==> config.mk <==
export PLATFORM = sky130hd
export DESIGN_NAME = plerr_ramp
export DESIGN_NICKNAME = d
export VERILOG_FILES = /design/src/rtl/plerr_ramp.sv
export SDC_FILE = /design/constraint.sdc
export NUM_CORES = 1
export LEC_CHECK = 0
export CAP_MARGIN = 20
export CORE_ASPECT_RATIO = 1.4
export CORE_MARGIN = 5
export CORE_UTILIZATION = 57
export CTS_BUF_LIST = sky130_fd_sc_hd__clkbuf_16
export DETAILED_ROUTE_END_ITERATION = 6
export PLACE_DENSITY = 0.85
export SYNTH_ARGS = -nofsm -noshare
export SYNTH_HDL_FRONTEND = slang
export SYNTH_SLANG_ARGS = --single-unit
==> constraint.sdc <==
create_clock -name clk -period 5.8 [get_ports clk]
set_clock_uncertainty 0.15 [all_clocks]
set_input_delay 1.74 -clock clk [delete_from_list [all_inputs] [get_ports clk]]
set_output_delay 1.74 -clock clk [all_outputs]
set_load 0.1 [all_outputs]
==> src/rtl/plerr_ramp.sv <==
module plerr_ramp #(
  parameter int unsigned DATA_W = 24
) (
  input  logic              clk,
  input  logic              rst_n,
  input  logic              take,
  input  logic              clr,
  input  logic [DATA_W-1:0] data,
  output logic              ramp_err,
  output logic              locked
);
  logic [DATA_W-1:0] expect_q;
  logic              seeded_q;
  logic              run_q;
  logic              locked_q;
  logic              hit;

  assign hit      = (data == expect_q);
  assign ramp_err = take & seeded_q & ~hit;
  assign locked   = locked_q;

  always_ff @(posedge clk or negedge rst_n) begin
    if (!rst_n) begin
      expect_q <= '0;
      seeded_q <= 1'b0;
      run_q    <= 1'b0;
      locked_q <= 1'b0;
    end else if (clr) begin
      seeded_q <= 1'b0;
      run_q    <= 1'b0;
      locked_q <= 1'b0;
    end else if (take) begin
      // the next value is always predicted from what actually arrived
      expect_q <= data + 1'b1;
      seeded_q <= 1'b1;
      if (seeded_q) begin
        if (hit) begin
          run_q    <= 1'b1;
          locked_q <= locked_q | run_q;
        end else begin
          run_q    <= 1'b0;
          locked_q <= 1'b0;
        end
      end
    end
  end
endmodule

## Word-level counts from Yosys, hierarchy flattened

Index checks and enable logic that the tools add are counted.

- Divide/modulo/power cells: 0
- Bitwise operators: 5
- Magnitude comparators: 0
- Multiply operators: 0
- $add $sub $neg: 1
- Shift operators: 0
- Multiplexer cells: 10
- Reduce and logical (&&, ||, !) cells: 4
- Equal/unequal tests: 1

Operators by type and width:

| kind | count |
|---|---|
| $add A24 B1 Y24 const B | 1 |
| $eq A24 B24 Y1 | 1 |
| $mux W1 | 10 |
| $reduce_and A2 Y1 | 2 |
| $reduce_bool A2 Y1 | 2 |
| $and A1 B1 Y1 | 2 |
| $not A1 Y1 | 2 |
| $or A1 B1 Y1 | 1 |

- Memories: 0
- ROM bits: 0
- Logic and storage cells: 25
- Register bits after elaboration: 27
- Output and inout bits: 2
- Bits in latches: 0
- Bits in writable memories: 0

## Logic depth before layout (Yosys ltp)

Gate-level depths: netlist (run 1).

- Word-level depth: 5
- Depth in mapped cells: 6
- Gate-level depth less buffers: 5

## Worst setup path before layout (run 1)

Ideal clock, no wire load.

- Kind: input -> output
- From: input data[6]
- To: output ramp_err
- Arrival: 2927 ps
- Stages on the path: 5
- Slack: 983 ps
- Data required time: 3910 ps
- Path through: clkbuf_1 xor2_1 nor4_1 nand4_1 o21ba_2

- Word-level cells in the longest chain between the ends: 3

Ends and longest elaborated chain:

| item | line | text |
|---|---|---|
| from (decl) | 8 | `input logic [DATA_W-1:0] data,` |
| $eq A24 B24 Y1 | 18 | `assign hit = (data == expect_q);` |
| $not A1 Y1 | 19 | `assign ramp_err = take & seeded_q & ~hit;` |
| $and A1 B1 Y1 | 19 |  |
| to (decl) | 9 | `output logic ramp_err,` |

Every way passes these cells.

## Worst setup path in the final report (run 1)

- From: input data[0]
- To: output ramp_err

The elaborated chain is that of the path after synthesis.

==> results of run 1 <==
[layer usage]
| layer | wire (um) | GRT usage (%) | share of wire [%] | up-vias |
|---|---|---|---|---|
| li1 | - | - | - | 771 |
| met1 | 1688 | 24.43 | 40 | 741 |
| met2 | 2233 | 35.47 | 53 | 43 |
| met3 | 202 | 2.542 | 4.8 | 7 |
| met4 | 68 | 5.336 | 1.6 | 0 |
| met5 | 0 | 0 | 0 | - |
[stage by stage]
step           setup slack [ns]  hold slack, ns  total power (W)  instance area, um^2
3_5_place_dp             0.4463          0.3445        0.0003368                 2090
3_3_place_gp             0.4561          0.3297        0.0003329                 2090
5_1_grt                  0.2095          0.3725        0.0005126                 2176
4_1_cts                  0.3588          0.3592        0.0004904                 2168
6_report                 0.3209          0.3539        0.0004899                 2176
2_1_floorplan            0.9832          0.3152        0.0002888                 1777
[report_power, final]
| group | switching, W | internal (W) | leakage, nW |
|---|---|---|---|
| Combinational | 0.0000590 | 0.0000499 | 0.481 |
| Clock | 0.0000624 | 0.0000922 | 0.0423 |
| Sequential | 0.0000157 | 0.000211 | 0.326 |
[Yosys cell counts (all sizes together)]
library cell / number / area [um^2]
a21o: 1 / 7.510
a311oi: 1 / 8.760
a31oi: 9 / 56.30
a41oi: 1 / 8.760
and3: 1 / 6.260
and4: 2 / 17.52
buf: 2 / 16.26
clkbuf: 11 / 42.54
dfrtp: 27 / 675.7
ha: 1 / 12.51
inv: 5 / 18.77
nand2: 26 / 97.59
nand2b: 1 / 6.260
nand3: 8 / 40.04
nand3b: 1 / 7.510
nand4: 9 / 77.57
nor2: 12 / 45.04
nor2b: 1 / 6.260
nor3: 2 / 10.01
nor4: 9 / 56.30
o21ai: 16 / 80.08
o21ba: 1 / 10.01
o31ai: 6 / 45.04
o41ai: 1 / 8.760
or2: 3 / 18.77
or3: 1 / 7.510
or4: 7 / 56.30
xnor2: 9 / 78.83
xor2: 29 / 254.0
[cells by family after synthesis]
family          count (synthesis)  share of synthesized area, %
simple gates                   83                         25.49
buf+inv                        18                         4.366
fa+ha+maj                       1                        0.7041
flops                          27                         38.03
compound gates                 36                         12.68
xor+xnor                       38                         18.73
[sequential cells by signal, indices dropped and copies added (netlist names)]
name,flops
locked,1
run_q,1
seeded_q,1
expect_q,24
[placed cells by master, fill, tap and decap left out, types with 2 or more instances in the layout]
cell,instances
buf_4,4
nand4_1,7
or4_1,6
xnor2_1,9
nor3_1,2
clkdlybuf4s50_1,28
nor2_1,12
nor4_1,9
a31oi_1,9
and4_1,2
or2_2,3
nand3_1,8
nand2_1,26
dfrtp_1,27
o21ai_0,16
o31ai_1,6
xor2_1,29
inv_1,6
clkbuf_16,3
[tightest hold or removal path: stages, from the launching register on]
cell	delay, ns
dfrtp_1	0.36
nand2_1	0.05
o21ai_0	0.06
[worst max-delay path by stage]
stage | start | to | slack, ns | cells past startpoint
CTS | data[0] | ramp_err | 0.36 | 6
floorplan | data[6] | ramp_err | 0.98 | 5
detailed placement | data[0] | ramp_err | 0.45 | 6
finish | data[0] | ramp_err | 0.32 | 6
global route | data[0] | ramp_err | 0.21 | 6
global placement | data[0] | ramp_err | 0.46 | 6
[area by class of cell]
type / instances / area [um^2] / share of cell area [%]
clock buffer: 3 / 75.07 / 3.450
clock inverter: 1 / 3.754 / 0.1725
inverter: 5 / 18.77 / 0.8626
multi-input combinational: 158 / 1023 / 47.04
sequential: 27 / 675.6 / 31.05
tap: 39 / 48.80 / 2.243
timing repair buffer: 33 / 330.3 / 15.18
==> results by group, run 1 <==
Outcome
  • Status: finished clean

STA
  • Period utilization: 94.47%
  • Min cycle time layout: 5.479 ns
  • RSZ-0062 raised after global routing: false
  • Slew headroom: 34.01%
  • Slew Viols, Final: 0
  • Final count of hold timing violations: 0
  • Fmax: 182.5 MHz
  • Fin Setup TNS: 0 ns
  • Setup violators final: 0
  • Worst-Margin Slew: 0.9899 ns

Logic synthesis
  • Count of cell types in the netlist: 34
  • Syn nets: 232
  • Mapped Area: 1777 um^2
  • Yosys warnings: 0
  • Sequential area share after synthesis: 38.03%
  • Synth Register Bits: 27
  • Synthesized area per cell: 8.752 um^2
  • Synthesized instance count: 203

Power
  • Leakage: 0.8500 nW
  • Maximum vdd drop: 0.1577 mV
  • Pwr/cell area: 225.2 nW/um^2

Final layout
  • Area growth syn-to-layout: 22.46%
  • Non-Filler Instances: 266
  • Diodes inserted: 0
  • Final Util: 71.04%
  • Share of cells above drive strength 1: 7.048%
  • Filler cells: 259
  • NumNets Final: 257

Floorplanning
  • DIE HEIGHT: 76.06 um
  • Rows: 24
  • Die X: 57.19 um
  • Core ar.: 3063 um^2
  • Initial Utilization: 58.01%
  • Die area: 4349 um^2
  • Ports: 30

Setup path
  • CP cell instances: clkdlybuf4s50_1 -> xor2_1 -> nor4_1 -> nand4_1 -> o21ba_2 -> buf_12
  • Critical path class: primary input to output pin
  • Reg2Reg Launch Point: expect_q[0]$_DFFE_PN0P_
  • Critical path startpoint category: primary input
  • Setup crit end kind: output pin
  • Worst Path Max Fanout: 6
  • Buf/Inv on CP: 2
  • Worst reg2reg path endpoint: run_q$_DFFE_PN0P_
  • CP max stage cell: clkdlybuf4s50_1
  • Data required, critical path: 3.91 ns
  • CP arrival: 3.59 ns
  • Crit path largest cell delay: 0.51 ns
  • Family with the most delay on the worst path: simple AND/OR/NAND/NOR gates
  • Reg2reg setup slack: 4.04 ns
  • Worst reg2reg path depth: 4

Placed design
  • Dpl cells: 261
  • Post-DP HPWL: 3.093 mm
  • I/O Buffers: 29
  • Gpl congestion: 1.009

Min path
  • Worst hold stages: 2
  • Min-Delay Path Class: flop to flop
  • Worst hold endpoint: expect_q[7]$_DFFE_PN0P_
  • Hold_sp: expect_q[7]$_DFFE_PN0P_

Global routing
  • Largest net degree at the start of global routing: 32
  • First-pass GRT wire length: 6.955 mm
  • Number of global-route vias before repair: 1513
  • GRT Total Usage: 19.82%
  • Antenna violations before repair: 0
  • Total grt overflow: 0

Clock tree
  • Clk_lat worst skew: 0.26 ns
  • Clock-pin slew on the worst setup and hold paths: 0.06 ns
  • TritonCTS clock tree: done
  • Post CTS Setup Buffer Count: 0
  • # resized after CTS: 0
  • Clock Sinks: 27
  • Total CTS buffers: 3
  • Post-CTS Hold Fix Bufs: 0
  • Clock Root Buffer: clkbuf_16
  • CTS max path bufs: 2
  • Number of H-tree levels: 1

Detailed routing
  • Vias per cell: 5.872
  • DR vias: 1562
  • First DRT Iteration DRCs: 59
  • Initial DRT Pass Iterations: 4
  • Final ANT Viol Nets: 0
  • Routed wire length: 4.193 mm
  • WL/cell: 15.76 um
  • DRC: 0

Job
  • Maxcap violations: 0
Note: power is estimated with default switching activity, not from simulation.
==> run 2: changes to the inputs <==
Settings changed: CAP_MARGIN 20 to 25, TNS_END_PERCENT from default to 30.
==> results of run 2 <==
No change in the layout: final DEF, timing and power equal those of run 1.
==> run 3: changes to the inputs <==
Settings changed: CORE_MARGIN 5 to default, CORE_UTILIZATION 57 to 53, PLACE_DENSITY 0.85 to 0.8.
Clock period 5.8 ns to 5.2 ns, I/O delays scaled along.
==> run 3 against run 2 <==
  * Core utilization down 0.80 points
  * Clock-buffer cell count unchanged
  * Sequential cell count unchanged
  * Critical path type unchanged
  * Critical endpoint unchanged
==> results by group, run 3 (synthesis gave the netlist of run 1 again) <==
Outcome
  • Status: finished clean

Floorplanning
  • DIE HEIGHT: 70.51 um
  • Ports: 30
  • Die X: 50.94 um
  • Core ar.: 3153 um^2
  • Initial Utilization: 56.35%
  • Die area: 3591 um^2
  • Rows: 24

Job
  • Maxcap violations: 0

Final layout
  • Non-Filler Instances: 271
  • Filler cells: 253
  • NumNets Final: 262
  • Number of flip-flops under the largest register name: 24
  • Most common cell after layout, fill and taps aside: xor2_1
  • Most frequent cells in the layout: 29 x xor2_1, 28 x clkdlybuf4s50_1, 27 x dfrtp_1
  • Share of cells above drive strength 1: 9.483%
  • Biggest register: expect_q
  • Diodes inserted: 0
  • Area growth syn-to-layout: 24.65%

Clock tree
  • # resized after CTS: 0
  • Clk_lat worst skew: 0.26 ns
  • Clock Root Buffer: clkbuf_16
  • Number of H-tree levels: 1
  • TritonCTS clock tree: done
  • Clock Sinks: 27
  • CTS max path bufs: 2
  • Post CTS Setup Buffer Count: 0
  • Post-CTS Hold Fix Bufs: 0
  • Clock-pin slew on the worst setup and hold paths: 0.06 ns
  • Total CTS buffers: 3

Min path
  • Worst hold stages: 2
  • Min-Delay Path Class: flop to flop

Global routing
  • GRT Total Usage: 26.54%
  • Largest net degree at the start of global routing: 32
  • First-pass GRT wire length: 7.334 mm
  • Number of global-route vias before repair: 1665
  • Antenna violations before repair: 0
  • Total grt overflow: 0

Power
  • Pwr/cell area: 249.4 nW/um^2
  • Leakage: 0.8726 nW
  • Maximum vdd drop: 0.1968 mV

Placed design
  • Dpl cells: 266
  • Gpl congestion: 0.8971
  • Post-DP HPWL: 3.339 mm
  • I/O Buffers: 29

STA
  • Final count of hold timing violations: 0
  • Fin Setup TNS: 0 ns
  • Slew headroom: 32.22%
  • Min cycle time layout: 5.039 ns
  • Period utilization: 96.91%
  • Setup violators final: 0
  • RSZ-0062 raised after global routing: false
  • Fmax: 198.4 MHz
  • Worst-Margin Slew: 1.017 ns
  • Slew Viols, Final: 0

Setup path
  • Worst reg2reg path depth: 4
  • Buf/Inv on CP: 2
  • Family with the most delay on the worst path: buffers and inverters
  • Critical path class: primary input to output pin
  • CP arrival: 3.33 ns
  • CP max stage cell: clkdlybuf4s50_1
  • Worst Path Max Fanout: 6
  • Data required, critical path: 3.49 ns
  • Setup crit end kind: output pin
  • Worst path depth: 6
  • Critical path startpoint category: primary input
  • CP cell instances: clkdlybuf4s50_1 -> xor2_1 -> nor4_1 -> nand4_1 -> o21ba_2 -> buf_12
  • Crit path largest cell delay: 0.51 ns

Detailed routing
  • First DRT Iteration DRCs: 37
  • Final ANT Viol Nets: 0
  • Initial DRT Pass Iterations: 4
  • DRC: 0
  • WL/cell: 15.95 um
  • Routed wire length: 4.322 mm
  • Vias per cell: 5.845
  • DR vias: 1584
==> run 3: layout make-up <==
class | count | area, um^2 | area share (%)
clock buffer | 3 | 75.07 | 3.390
clock inverter | 1 | 5.005 | 0.2260
inverter | 5 | 18.77 | 0.8475
multi-input combinational | 158 | 1023 | 46.21
sequential | 27 | 675.6 | 30.51
tap | 39 | 48.80 | 2.203
timing repair buffer | 38 | 367.9 | 16.61
==> run 3: power breakdown <==
group          switching, W  internal, W
registers         0.0000184     0.000235
clock network     0.0000697     0.000104
logic             0.0000674    0.0000581
total              0.000156     0.000397
==> run 3: worst paths after layout <==
kind	from	to	slack, ns
max	data[0]	ramp_err	0.16
min	expect_q[8]$_DFFE_PN0P_	expect_q[8]$_DFFE_PN0P_	0.36
max reg2reg	expect_q[0]$_DFFE_PN0P_	run_q$_DFFE_PN0P_	3.52
min reg2reg	expect_q[8]$_DFFE_PN0P_	expect_q[8]$_DFFE_PN0P_	0.36
max in group asynchronous	rst_n	expect_q[11]$_DFFE_PN0P_	3.11
min in group asynchronous	rst_n	expect_q[0]$_DFFE_PN0P_	1.53
==> run 3: metal layers <==
metal  share of wire [%]  GRT usage, %
met5                   0             0
met3                 1.5         1.307
met4                 1.4         9.259
met2                  55         49.71
met1                  42         30.83
==> run 3: worst register-to-register path, stage by stage (launching register included) <==
cell	delay, ns
dfrtp_1	0.39
xor2_1	0.15
nor4_1	0.43
nand4_1	0.19
o41ai_1	0.26
==> run 3: metrics by stage <==
step | power [W] | hold slack (ns) | setup WS (ns) | util, % | instance area [um^2]
2_1_floorplan | 0.0003221 | 0.3152 | 0.7432 | - | 1777
3_3_place_gp | 0.0003736 | 0.3316 | 0.2350 | 67.46 | 2127
3_5_place_dp | 0.0003811 | 0.3448 | 0.1655 | 67.46 | 2127
4_1_cts | 0.0005557 | 0.3642 | 0.1689 | 70.00 | 2207
5_1_grt | 0.0005808 | 0.3971 | 0.01186 | 70.24 | 2215
6_report | 0.0005523 | 0.3605 | 0.1605 | 70.24 | 2215
